<file path="src/rtl/adc_trig_pkg.sv">
package adc_trig_pkg;

  localparam int TRG_MODE_W = 3;
  localparam int CTL_W      = 2;
  localparam int CTL_SRST_BIT  = 0;
  localparam int CTL_START_BIT = 1;

  typedef logic [TRG_MODE_W-1:0] trg_mode_t;

  localparam trg_mode_t TRG_SOFT = 3'd0;
  localparam trg_mode_t TRG_RISE = 3'd1;
  localparam trg_mode_t TRG_FALL = 3'd2;
  localparam trg_mode_t TRG_BOTH = 3'd3;

  // Decide whether the observed pin transition matches the selected mode.
  function automatic logic edge_hit(input trg_mode_t mode, input logic rise, input logic fall);
    logic hit;
    case (mode)
      TRG_RISE: hit = rise;
      TRG_FALL: hit = fall;
      TRG_BOTH: hit = rise | fall;
      default:  hit = 1'b0;
    endcase
    return hit;
  endfunction

endpackage

</file>
<file path="src/rtl/trig_sync.sv">
module trig_sync #(
  parameter int STAGES = 2
) (
  input  logic clk,
  input  logic rst_n,
  input  logic din,
  output logic dout
);
  logic [STAGES-1:0] chain_q;

  always_ff @(posedge clk or negedge rst_n) begin
    if (!rst_n) chain_q <= '0;
    else        chain_q <= {chain_q[STAGES-2:0], din};
  end

  assign dout = chain_q[STAGES-1];
endmodule

</file>
<file path="src/rtl/trig_edge.sv">
module trig_edge
  import adc_trig_pkg::*;
(
  input  logic      clk,
  input  logic      rst_n,
  input  logic      pin_sync,
  input  trg_mode_t mode,
  input  logic      mode_wr,
  output logic      hw_edge
);
  logic prev_q;
  logic rise, fall;

  // History follows the synchronised pin every cycle, so it is always
  // current when a new mode is loaded.
  always_ff @(posedge clk or negedge rst_n) begin
    if (!rst_n) prev_q <= 1'b0;
    else        prev_q <= pin_sync;
  end

  assign rise    = pin_sync & ~prev_q;
  assign fall    = ~pin_sync & prev_q;
  assign hw_edge = edge_hit(mode, rise, fall) & ~mode_wr;
endmodule

</file>
<file path="src/rtl/trig_mode_reg.sv">
module trig_mode_reg
  import adc_trig_pkg::*;
(
  input  logic      clk,
  input  logic      rst_n,
  input  logic      srst,
  input  logic      wr,
  input  trg_mode_t wdata,
  output trg_mode_t mode_q
);
  always_ff @(posedge clk or negedge rst_n) begin
    if (!rst_n)    mode_q <= TRG_SOFT;
    else if (srst) mode_q <= TRG_SOFT;
    else if (wr)   mode_q <= wdata;
  end
endmodule

</file>
<file path="src/rtl/trig_start_ctl.sv">
module trig_start_ctl (
  input  logic clk,
  input  logic rst_n,
  input  logic srst,
  input  logic sw_start,
  input  logic hw_edge,
  input  logic busy,
  output logic start_q,
  output logic ovr_q
);
  logic hw_fire, hw_lost;

  assign hw_fire = hw_edge & ~busy;
  assign hw_lost = hw_edge & busy;

  always_ff @(posedge clk or negedge rst_n) begin
    if (!rst_n) begin
      start_q <= 1'b0;
      ovr_q   <= 1'b0;
    end else if (srst) begin
      start_q <= 1'b0;
      ovr_q   <= 1'b0;
    end else begin
      start_q <= sw_start | hw_fire;
      if (hw_lost) ovr_q <= 1'b1;
    end
  end
endmodule

</file>
<file path="src/rtl/adc_trig_sel.sv">
module adc_trig_sel
  import adc_trig_pkg::*;
#(
  parameter int SYNC_STAGES = 2
) (
  input  logic                  clk,
  input  logic                  rst_n,
  input  logic                  ctl_we,
  input  logic [CTL_W-1:0]      ctl_wdata,
  input  logic                  cfg_mode_we,
  input  logic [TRG_MODE_W-1:0] cfg_mode,
  input  logic                  ext_trig,
  input  logic                  seq_busy,
  output logic                  start_pulse,
  output logic                  overrun,
  output logic [TRG_MODE_W-1:0] mode_o
);
  // Named internal events, visible to the bound checker.
  logic      srst_evt;
  logic      sw_start_evt;
  logic      hw_edge_evt;
  logic      pin_sync;
  trg_mode_t mode_q;

  assign srst_evt     = ctl_we & ctl_wdata[CTL_SRST_BIT];
  assign sw_start_evt = ctl_we & ctl_wdata[CTL_START_BIT] & ~srst_evt;

  trig_sync #(.STAGES(SYNC_STAGES)) u_sync (
    .clk  (clk),
    .rst_n(rst_n),
    .din  (ext_trig),
    .dout (pin_sync)
  );

  trig_mode_reg u_mode (
    .clk   (clk),
    .rst_n (rst_n),
    .srst  (srst_evt),
    .wr    (cfg_mode_we),
    .wdata (cfg_mode),
    .mode_q(mode_q)
  );

  trig_edge u_edge (
    .clk     (clk),
    .rst_n   (rst_n),
    .pin_sync(pin_sync),
    .mode    (mode_q),
    .mode_wr (cfg_mode_we | srst_evt),
    .hw_edge (hw_edge_evt)
  );

  trig_start_ctl u_start (
    .clk     (clk),
    .rst_n   (rst_n),
    .srst    (srst_evt),
    .sw_start(sw_start_evt),
    .hw_edge (hw_edge_evt),
    .busy    (seq_busy),
    .start_q (start_pulse),
    .ovr_q   (overrun)
  );

  assign mode_o = mode_q;
endmodule

</file>
<file path="config.mk">
export PLATFORM = sky130hd
export DESIGN_NAME = adc_trig_sel
export DESIGN_NICKNAME = d
export VERILOG_FILES = /design/src/rtl/adc_trig_pkg.sv /design/src/rtl/trig_sync.sv /design/src/rtl/trig_edge.sv /design/src/rtl/trig_mode_reg.sv /design/src/rtl/trig_start_ctl.sv /design/src/rtl/adc_trig_sel.sv
export SDC_FILE = /design/constraint.sdc
export NUM_CORES = 1
export LEC_CHECK = 0
export BUFFER_PORTS_ARGS = -buffer_cell sky130_fd_sc_hd__buf_4
export CAP_MARGIN = 20
export CORE_AREA = 2 2 39 41
export CTS_CLUSTER_DIAMETER = 150
export DETAILED_ROUTE_END_ITERATION = 8
export DIE_AREA = 0 0 41 43
export SETUP_SLACK_MARGIN = 0.05
export SLEW_MARGIN = 20
export SYNTH_ARGS = -nofsm -noshare
export SYNTH_HDL_FRONTEND = slang
export SYNTH_SLANG_ARGS = --single-unit
</file>
<file path="constraint.sdc">
create_clock -name clk -period 1.4 [get_ports clk]
set_input_delay 0.07 -clock clk [delete_from_list [all_inputs] [get_ports clk]]
set_output_delay 0.07 -clock clk [all_outputs]
set_load 0.005 [all_outputs]
</file>
* Yosys cells after proc, flatten, opt, wreduce, memory -nomap -nowiden
Index checks and enable logic that the tools add are counted.
Cells by class: bitwise operators 16, muxes and demuxes 6, reduce and logical (&&, ||, !) cells 2, divide/modulo/power cells 0, $add $sub $neg 0, eq/ne operators 3, magnitude comparators 0, shifts and indexed selects 0, $mul 0
Operators with widths (number):
- $and 1x1->1 | 8
- $eq 3x2->1 const B | 2
- $mux 3 | 2
- $not 1->1 | 5
- $reduce_bool 2->1 | 2
- $eq 3x1->1 const B | 1
- $mux 1 | 3
- $or 1x1->1 | 3
- $pmux 1 s3 | 1
Word-level totals: bits in registers 8, ROM bits 0, bits in latches 0, logic and storage cells 32, RAM bits 0, memories 0, bits of input ports 11

* Depth between registers and ports, before layout
Gate-level depths: netlist of the first run.
depth after elaboration 8, mapped depth 5, gate-level depth less buffers 5

* Hierarchy
A second synthesis of the first run with hierarchy kept.
Unflattened totals: cell total of the unflattened synthesis 31, area total of the unflattened synthesis 359.1 sq um
Modules (own cells, without submodules):
- trig_mode_reg | cells each 9, instances 1, sequential area each 75.1 sq um, area each 116.4 sq um
- trig_edge | cells each 10, instances 1, sequential area each 25.0 sq um, area each 90.1 sq um
- trig_start_ctl | cells each 7, instances 1, sequential area each 50.0 sq um, area each 77.6 sq um
- trig_sync | cells each 2, instances 1, sequential area each 50.0 sq um, area each 50.0 sq um
- adc_trig_sel | cells each 3, instances 1, sequential area each 0.0 sq um, area each 25.0 sq um

* Worst setup path before layout of the first run
Ideal clock, no wire load.
path type reg2reg, from register u_sync.chain_q[1], to register u_start.ovr_q, stages on the path, launching flop included 5, path slack 275 ps, clock period less this slack 1125 ps, library setup time 95 ps, data arrival time 1030 ps, data required time 1305 ps, path buffers 0, cell sequence dfrtp_1 inv_1 ha_1 a31o_1 o31ai_1
On the way: longest elaborated chain between the ends 7, elaborated cells between the ends (all ways) 8, those cells by class mux: 1; bitwise: 6; reduce/logical: 1
RTL lines:
- from (decl) | line trig_sync.sv:9 | logic [STAGES-1:0] chain_q;
- from (signal assigned) | line trig_sync.sv:13 | else chain_q <= {chain_q[STAGES-2:0], din};
- $not 1->1 | line trig_edge.sv:22 | assign fall = ~pin_sync & prev_q;
- $and 1x1->1 | line trig_edge.sv:22
- $or 1x1->1 | line adc_trig_pkg.sv:21 | TRG_BOTH: hit = rise | fall;
- $pmux 1 s3 (*) | line adc_trig_pkg.sv:18 | case (mode)
- $and 1x1->1 (*) | line trig_edge.sv:23 | assign hw_edge = edge_hit(mode, rise, fall) & ~mode_wr;
- $and 1x1->1 (*) | line trig_start_ctl.sv:14 | assign hw_lost = hw_edge & busy;
- $reduce_bool 2->1 (no source line) (*)
- to (signal assigned) | line trig_start_ctl.sv:19 | ovr_q <= 1'b0;
- to (signal assigned) | line trig_start_ctl.sv:22 | ovr_q <= 1'b0;
- to (signal assigned) | line trig_start_ctl.sv:25 | if (hw_lost) ovr_q <= 1'b1;
- to (decl) | line trig_start_ctl.sv:9 | output logic ovr_q
Mark *: on every way between the ends. The rest lies on a longest branch, timed or not. A chain may end at the register's enable or synchronous reset.

* Worst setup path in the final report of the first run
Ends and elaborated chain as after synthesis.

==> results.yml, run 1 <==
finish:
  multi_input_area_um2: 123
  nets: 63
  num-fill-cells: 143
  fin_area_um2: 509
  diodes: 0
  drive_gt1_frac: 0.375
  stdcell_count: 64
  syn2layout_area_growth_pct: 52.4
  final_core_util: 0.368
  ff_latch_area_um2: 200
floorplan:
  ios: 16
  rows: 14
  coreArea_mm2: 0.00138
  die_h_um: 43
  start_util: 0.241
  dieWidth_um: 41
  die_area_mm2: 0.00176
power_and_ir_drop:
  cellPowerDensity_mw_per_mm2: 1010
  p_leak_nw: 0.264
  vdd_drop_max_v: 0.000449
clocking:
  h-tree-depth: 1
  cts.sinks: 8
  cts_tree: "done"
  clkLatencyLatePin_ns: 0.25
  postCtsSetupBuffers: 0
  ctsRootBufferMaster: "clkbuf_4"
  clock_path_buffers: 2
  clkSlewWorstSetupHoldPaths_ns: 0.05
  cts_buffers: 3
synthesis:
  syn-num-nets: 41
  synth_seq_area_share: 0.599
  syn_avg_cell_area_um2: 11.9
  synthDistinctLibCells: 11
  ys_warn_count: 0
  ys_async_sr_fraction: 1.00
  synth_commonest_cells: "8 x dfrtp_1, 4 x a21oi_1, 3 x inv_1, 3 x mux2i_1"
  synth_area_leaders: "dfrtp_1 60%, mux2i_1 9.0%, ha_1 7.5%, a21oi_1 6.0%, o31ai_1 4.5%"
  mappedNetlistArea_um2: 334
  synth_area_leader_cell: "dfrtp_1"
  synth_top_area_share: 0.599
  synth_ff_type: "dfrtp_1"
  netlist_instances: 28
  synth_edf_count: 0
  ys_seq_elements: 8
  yosysMostFrequentCell: "dfrtp_1"
timing:
  slew_headroom: 0.863
  setup_viol: 0
  min_period_ns: 1.18
  rsz0062_at_grt: "no"
  clock.fmax_ghz: 0.848
  skew_ns: 0.00343
  finalMaxSlewViolations: 0
  fin_hold_ws_ns: 0.0123
  tightest_slew_ns: 0.205
  min_period_over_period: 0.843
  hold_violations: 0
  tns_ns: 0
detailed_routing:
  wirelength_um: 652
  dr.pass1.iters: 2
  ant_nets: 0
  avgViaCountPerCell: 4.30
  drc: 0
  drt-initial-drc-count: 1
  num_vias: 275
  drt-wirelength-per-cell_um: 10.2
placed_design:
  gp_congestion: 0.697
  io_buffers: 15
  dp_cells: 59
  hpwl_um: 535
  placed_area_um2: 467
grt:
  track_usage: 0.102
  grt_max_degree: 9
  antenna_found_initial: 0
  grt_overflow: 0
  grt_pass1_wl_um: 1080
  first_global_vias: 264
critical_path:
  worst_setup_path_start_kind: "register"
  end_kind: "register"
  rr_worst_depth: 4
  path_cells: "inv_1 > ha_1 > a31o_1 > o31ai_1"
  worstPathMaxFanout: 3
  worstReg2RegEnd: "u_start.ovr_q$_DFFE_PN0P_"
  required_ns: 1.55
  cp_data_arrival_time_ns: 1.33
  rrSetupSlack_ns: 0.22
  reg2reg_from: "u_sync.chain_q[1]$_DFF_PN0_"
  slowest_delay_ns: 0.36
  cpMaxStageDelayCell: "dfrtp_1"
  path_class: "register to register"
job:
  maxCapViolations: 0
min_path:
  hp-start: "seq_busy"
  hold_depth: 2
  min_to: "u_start.start_q$_DFF_PN0_"
  hold_path.class: "primary input to register"
outcome:
  status: "complete, no violations"
==> cells by family (layout without fill, tap and decap cells) <==
group                      Yosys count  in the layout  synth area share
AOI/OAI and AO/OA                    8              8             0.154
adders and majority gates            2              2            0.0749
buffers and inverters                3             23            0.0337
DFF                                  8              8             0.599
muxes                                3              3            0.0899
and+or+nand+nor                      4              4            0.0487
==> routing by layer <==
layer / up-vias / part of all wire / GRT usage
li1: 138 / - / -
met1: 125 / 0.44 / 0.126
met2: 10 / 0.46 / 0.113
met3: 2 / 0.084 / 0.0628
met4: 0 / 0.017 / 0.100
met5: - / 0 / 0
==> worst max-delay path: cells and delay by family (launching register included) <==
family                     cells  cell delay, ns
AOI/OAI and AO/OA              2            0.41
adders and majority gates      1            0.27
buffers and inverters          1            0.05
DFF                            1            0.36
==> worst max-delay path by stage <==
stage	startpoint	endpoint	slack (ns)
2_1_floorplan	u_sync.chain_q[1]$_DFF_PN0_	u_start.ovr_q$_DFFE_PN0P_	0.27
3_3_place_gp	u_sync.chain_q[1]$_DFF_PN0_	u_start.ovr_q$_DFFE_PN0P_	0.23
3_5_place_dp	u_sync.chain_q[1]$_DFF_PN0_	u_start.start_q$_DFF_PN0_	0.21
4_1_cts	u_sync.chain_q[1]$_DFF_PN0_	u_start.start_q$_DFF_PN0_	0.21
5_1_grt	u_sync.chain_q[1]$_DFF_PN0_	u_start.start_q$_DFF_PN0_	0.13
6_report	u_sync.chain_q[1]$_DFF_PN0_	u_start.ovr_q$_DFFE_PN0P_	0.22
==> sequential cells by signal, summed over array words and instances (netlist names) <==
| signal | count |
|---|---|
| u_mode.mode_q | 3 |
| u_sync.chain_q | 2 |
| u_edge.prev_q | 1 |
| u_start.ovr_q | 1 |
| u_start.start_q | 1 |
==> area by class of cell <==
cell class | instances | share of cell area
Tap cell | 16 | 0.0393
Timing Repair Buffer | 17 | 0.260
Sequential cell | 8 | 0.393
Inverter | 3 | 0.0221
Clock buffer | 3 | 0.0442
Multi-Input combinational cell | 17 | 0.241
==> cell usage in the layout (no fill, tap or decap) <==
cell / instances
nand3_1: 1
nor2_1: 1
buf_4: 15
dfrtp_1: 8
o31ai_1: 2
clkbuf_4: 3
mux2i_1: 3
nand2_1: 2
ha_1: 2
a31o_1: 1
dlygate4sd3_1: 2
inv_1: 3
o211ai_1: 1
a21oi_1: 4
==> report_power, final <==
group	internal [W]	switching [W]	total, W
logic	0.0000516	0.0000329	0.0000845
clock network	0.0000977	0.0000723	0.000170
registers	0.000248	0.0000128	0.000261
==> metrics by stage <==
step / total power [W] / worst slack, ns
2_1_floorplan: 0.000291 / 0.275
3_3_place_gp: 0.000346 / 0.231
3_5_place_dp: 0.000348 / 0.208
4_1_cts: 0.000525 / 0.207
5_1_grt: 0.000559 / 0.135
6_report: 0.000516 / 0.220
==> timing repair <==
| item | 4_1_cts | 5_1_grt |
|---|---|---|
| resized for setup | 0 | 0 |
| hold endpoints to repair | 9 | 0 |
| hold buffers | 2 | 0 |
(Power assumes the default switching activity.)
==> run 2: changes to the inputs <==
==> constraint.sdc (replaced) <==
create_clock -name clk -period 1 [get_ports clk]
set_input_delay 0.05 -clock clk [delete_from_list [all_inputs] [get_ports clk]]
set_output_delay 0.05 -clock clk [all_outputs]
set_load 0.005 [all_outputs]
==> results.yml, run 2 (same netlist as run 1, synthesis figures left out) <==
critical_path:
  worstReg2RegEnd: "u_start.start_q$_DFF_PN0_"
  worst_setup_path_start_kind: "register"
  path_class: "register to register"
  cp-endpoint: "u_start.start_q$_DFF_PN0_"
  cp_data_arrival_time_ns: 1.35
  rrSetupSlack_ns: -0.18
  cp-startpoint: "u_sync.chain_q[1]$_DFF_PN0_"
  end_kind: "register"
  reg2reg_from: "u_sync.chain_q[1]$_DFF_PN0_"
  worstPathMaxFanout: 3
  rr_worst_depth: 4
  required_ns: 1.17
placed_design:
  gp_congestion: 0.676
  io_buffers: 15
  hpwl_um: 529
  dp_slack_ns: -0.191
power_and_ir_drop:
  p_total_w: 0.000771
  vdd_drop_max_v: 0.000676
  p_leak_nw: 0.298
  cellPowerDensity_mw_per_mm2: 1330
detailed_routing:
  routedLengthMet1_um: 311
  drc: 0
  dr.pass1.iters: 4
  num_vias: 312
  top_layer: "met4"
  wirelength_um: 747
  drt-initial-drc-count: 9
  avgViaCountPerCell: 4.39
  met2RoutedLength_um: 356
  drt-wirelength-per-cell_um: 10.5
  wl_met3_um: 56
  ant_nets: 0
floorplan:
  start_util: 0.241
  dieWidth_um: 41
  rows: 14
  die_area_mm2: 0.00176
  die_h_um: 43
  ios: 16
  coreArea_mm2: 0.00138
finish:
  regMostFlops: "u_mode.mode_q"
  largest_reg_flops: 3
  final_common_cell: "buf_4"
  nets: 70
  syn2layout_area_growth_pct: 73.4
  final_cell_mix: "16 x buf_4, 8 x dfrtp_1, 6 x dlygate4sd3_1"
  drive_gt1_frac: 0.382
  num-fill-cells: 134
  diodes: 0
  final_core_util: 0.419
  top_regs: "u_mode.mode_q x3, u_sync.chain_q x2"
grt:
  grt_pass1_wl_um: 1150
  grt_overflow: 0
  first_global_vias: 289
  grt_max_degree: 9
  track_usage: 0.104
  antenna_found_initial: 0
clocking:
  cts_tree: "done"
  h-tree-depth: 1
  clkSlewWorstSetupHoldPaths_ns: 0.06
  clock_path_buffers: 2
  cts_buffers: 3
  cts.sinks: 8
  clkLatencyLatePin_ns: 0.26
  ctsRootBufferMaster: "clkbuf_4"
timing:
  hold_violations: 0
  min_period_over_period: 1.18
  fin_hold_ws_ns: 0.0205
  tns_ns: -0.354
  rsz0062_at_grt: "yes"
  slew_headroom: 0.859
  min_period_ns: 1.18
  final.setup.worst_slack_ns: -0.179
  clock.fmax_ghz: 0.848
  setup_viol: 3
  skew_ns: 0.00904
  tightest_slew_ns: 0.210
  finalMaxSlewViolations: 0
outcome:
  violations: "negative setup slack"
  status: "finished with violations"
job:
  maxCapViolations: 0
min_path:
  hold_path.class: "primary input to register"
[run 2: changes by cell type in the layout (fill, tap and decap cells not counted), sizes merged]
cell         delta
dlygate4sd3     +4
buf             +3
[run 2: report_power, final]
group          total, W  internal (W)  switching (W)
clock          0.000251      0.000138       0.000114
combinational  0.000155      0.000100      0.0000546
sequential     0.000365      0.000348      0.0000170
[run 2: worst max-delay path, stage by stage, from the launching register on]
cell,delay (ns)
dfrtp_1,0.36
inv_1,0.05
ha_1,0.28
a31o_1,0.19
o31ai_1,0.22
[run 2: layer usage]
metal  up-vias  global-route usage
met5         -                   0
met1       139               0.113
li1        156                   -
met2        13               0.141
met3         4              0.0471
met4         0               0.100
[run 2: how the worst min path moves through the flow]
| stage | start | endpoint | slack (ns) | cells past startpoint |
|---|---|---|---|---|
| after floorplan | rst_n | u_edge.prev_q$_DFF_PN0_ | -0.25 | 0 |
| after global placement | rst_n | u_start.ovr_q$_DFFE_PN0P_ | -0.13 | 1 |
| after detailed placement | rst_n | u_start.ovr_q$_DFFE_PN0P_ | -0.13 | 1 |
| after CTS | ctl_wdata[1] | u_start.start_q$_DFF_PN0_ | 0.02 | 3 |
| after global routing | ctl_wdata[1] | u_start.start_q$_DFF_PN0_ | 0.05 | 3 |
| final | ctl_wdata[1] | u_start.start_q$_DFF_PN0_ | 0.02 | 3 |
[run 2: per-stage QoR]
step,cells,instance area (µm²)
after floorplan,28,334
after global placement,61,482
after detailed placement,61,482
after CTS,70,568
after global routing,71,579
final,71,579
[run 2: timing repair]
action                                  in CTS  in global routing
gates resized for setup                      1                  1
hold buffers                                 6                  0
endpoints found under the hold margin       13                  0
endpoints found under the setup margin       4                  4
buffers inserted                             0                  1
[run 2: cell type report]
type                            count  area [µm²]  share of cell area
Clock buffer                        3        22.5              0.0389
Inverter                            3        11.3              0.0194
Multi-Input combinational cell     17         123               0.212
Sequential cell                     8         200               0.346
Tap cell                           16        20.0              0.0346
Timing Repair Buffer               24         203               0.350
==> run 3: changes to the inputs <==
--- a/config.mk
+++ b/config.mk
@@ -11,7 +11,7 @@
 export CTS_CLUSTER_DIAMETER = 150
 export DETAILED_ROUTE_END_ITERATION = 8
 export DIE_AREA = 0 0 41 43
-export SETUP_SLACK_MARGIN = 0.05
+export SETUP_SLACK_MARGIN = 0.2
 export SLEW_MARGIN = 20
 export SYNTH_ARGS = -nofsm -noshare
 export SYNTH_HDL_FRONTEND = slang
==> results.yml, run 3 (same netlist as run 1, synthesis figures left out) <==
job:
  maxCapViolations: 0
outcome:
  violations: "negative setup slack"
  status: "finished with violations"
grt:
  grt_pass1_wl_um: 1160
  track_usage: 0.105
  grt_overflow: 0
  antenna_found_initial: 0
  first_global_vias: 298
  grt_max_degree: 9
timing:
  skew_ns: 0.00894
  hold_violations: 0
  final.setup.worst_slack_ns: -0.178
  finalMaxSlewViolations: 0
  min_period_ns: 1.18
  slew_headroom: 0.859
  tightest_slew_ns: 0.210
  setup_viol: 3
  rsz0062_at_grt: "yes"
  min_period_over_period: 1.18
  clock.fmax_ghz: 0.849
critical_path:
  path_buf_inv: 1
  rr_worst_depth: 4
  required_ns: 1.17
  path_delay_family: "compound AO/OA/AOI/OAI gates"
  end_kind: "register"
  cp.depth: 4
  path_class: "register to register"
  slowest_delay_ns: 0.36
  cp_data_arrival_time_ns: 1.35
  worstPathMaxFanout: 3
  worst_setup_path_start_kind: "register"
  path_cells: "inv_1 > ha_1 > a31o_1 > o31ai_1"
  cpMaxStageDelayCell: "dfrtp_1"
power_and_ir_drop:
  cellPowerDensity_mw_per_mm2: 1300
  p_total_w: 0.000791
  vdd_drop_max_v: 0.000682
  p_leak_nw: 0.312
finish:
  drive_gt1_frac: 0.404
  final_cell_mix: "14 x buf_4, 8 x dfrtp_1, 6 x dlygate4sd3_1, 6 x buf_6, 4 x a21oi_1"
  final_common_cell: "buf_4"
  nets: 72
  diodes: 0
  largest_reg_flops: 3
  final_core_util: 0.440
  regMostFlops: "u_mode.mode_q"
  num-fill-cells: 133
  top_regs: "u_mode.mode_q x3, u_sync.chain_q x2"
  syn2layout_area_growth_pct: 82.4
detailed_routing:
  num_vias: 319
  dr.pass1.iters: 4
  drc: 0
  avgViaCountPerCell: 4.37
  drt-wirelength-per-cell_um: 10.3
  wirelength_um: 750
  drt-initial-drc-count: 7
  ant_nets: 0
floorplan:
  coreArea_mm2: 0.00138
  ios: 16
  start_util: 0.241
  die_area_mm2: 0.00176
  die_h_um: 43
  dieWidth_um: 41
  rows: 14
clocking:
  cts_buffers: 3
  ctsRootBufferMaster: "clkbuf_4"
  clkLatencyLatePin_ns: 0.26
  clock_path_buffers: 2
  cts.sinks: 8
  cts_tree: "done"
  h-tree-depth: 1
  clkSlewWorstSetupHoldPaths_ns: 0.06
min_path:
  hold_depth: 3
  hold_path.class: "primary input to register"
placed_design:
  hpwl_um: 529
  io_buffers: 15
  gp_congestion: 0.676
-- run 3: where the power goes --
group	switching [W]	internal [W]
registers	0.0000185	0.000348
clock network	0.000114	0.000138
logic	0.0000568	0.000117
-- run 3: final timing paths --
path	start	to	slack, ns
worst min-delay path	ctl_wdata[1]	u_start.start_q$_DFF_PN0_	0.02
min in group asynchronous	rst_n	u_start.ovr_q$_DFFE_PN0P_	0.14
worst max register to register	u_sync.chain_q[1]$_DFF_PN0_	u_start.start_q$_DFF_PN0_	-0.18
worst min register to register	u_sync.chain_q[0]$_DFF_PN0_	u_sync.chain_q[1]$_DFF_PN0_	0.34
max in group asynchronous	rst_n	u_edge.prev_q$_DFF_PN0_	0.72
worst max-delay path	u_sync.chain_q[1]$_DFF_PN0_	u_start.start_q$_DFF_PN0_	-0.18
-- run 3: cell type report --
class	instances	area (µm²)	share of cell area
clock buffer	3	22.5	0.0370
tap	16	20.0	0.0329
inverter	3	11.3	0.0185
timing repair buffer	26	233	0.382
sequential	8	200	0.329
multi-input combinational	17	123	0.201
-- run 3: per-stage QoR --
step	area [µm²]	hold WS (ns)	TNS, ns	std cells	setup slack (ns)
2_1_floorplan	334	-0.246	-0.250	28	-0.125
3_3_place_gp	482	-0.126	-0.326	61	-0.168
3_5_place_dp	482	-0.125	-0.380	61	-0.191
4_1_cts	598	0.0232	-0.385	72	-0.192
5_1_grt	609	0.0472	-0.514	73	-0.248
6_report	609	0.0210	-0.353	73	-0.178
-- run 3: per-layer routing --
layer  track usage  up-vias  share of wire
met1         0.113      142           0.42
met5             0        -              0
met4         0.100        0          0.029
li1              -      160              -
met3        0.0471        4          0.071
met2         0.144       13           0.48
-- run 3: what timing repair did --
action / CTS / global route
setup endpoints to repair: 8 / 9
setup buffers: 2 / 1
resized for setup: 5 / 1
hold buffers: 6 / 0
hold endpoints to repair: 13 / 0
-- run 3: worst register-to-register path, delay by kind of cell, from the launching register on --
| kind | cells | cell delay, ns |
|---|---|---|
| adder cells (fa/ha/maj) | 1 | 0.28 |
| buffers and inverters | 1 | 0.05 |
| AO/OA/AOI/OAI | 2 | 0.41 |
| flip-flops | 1 | 0.36 |
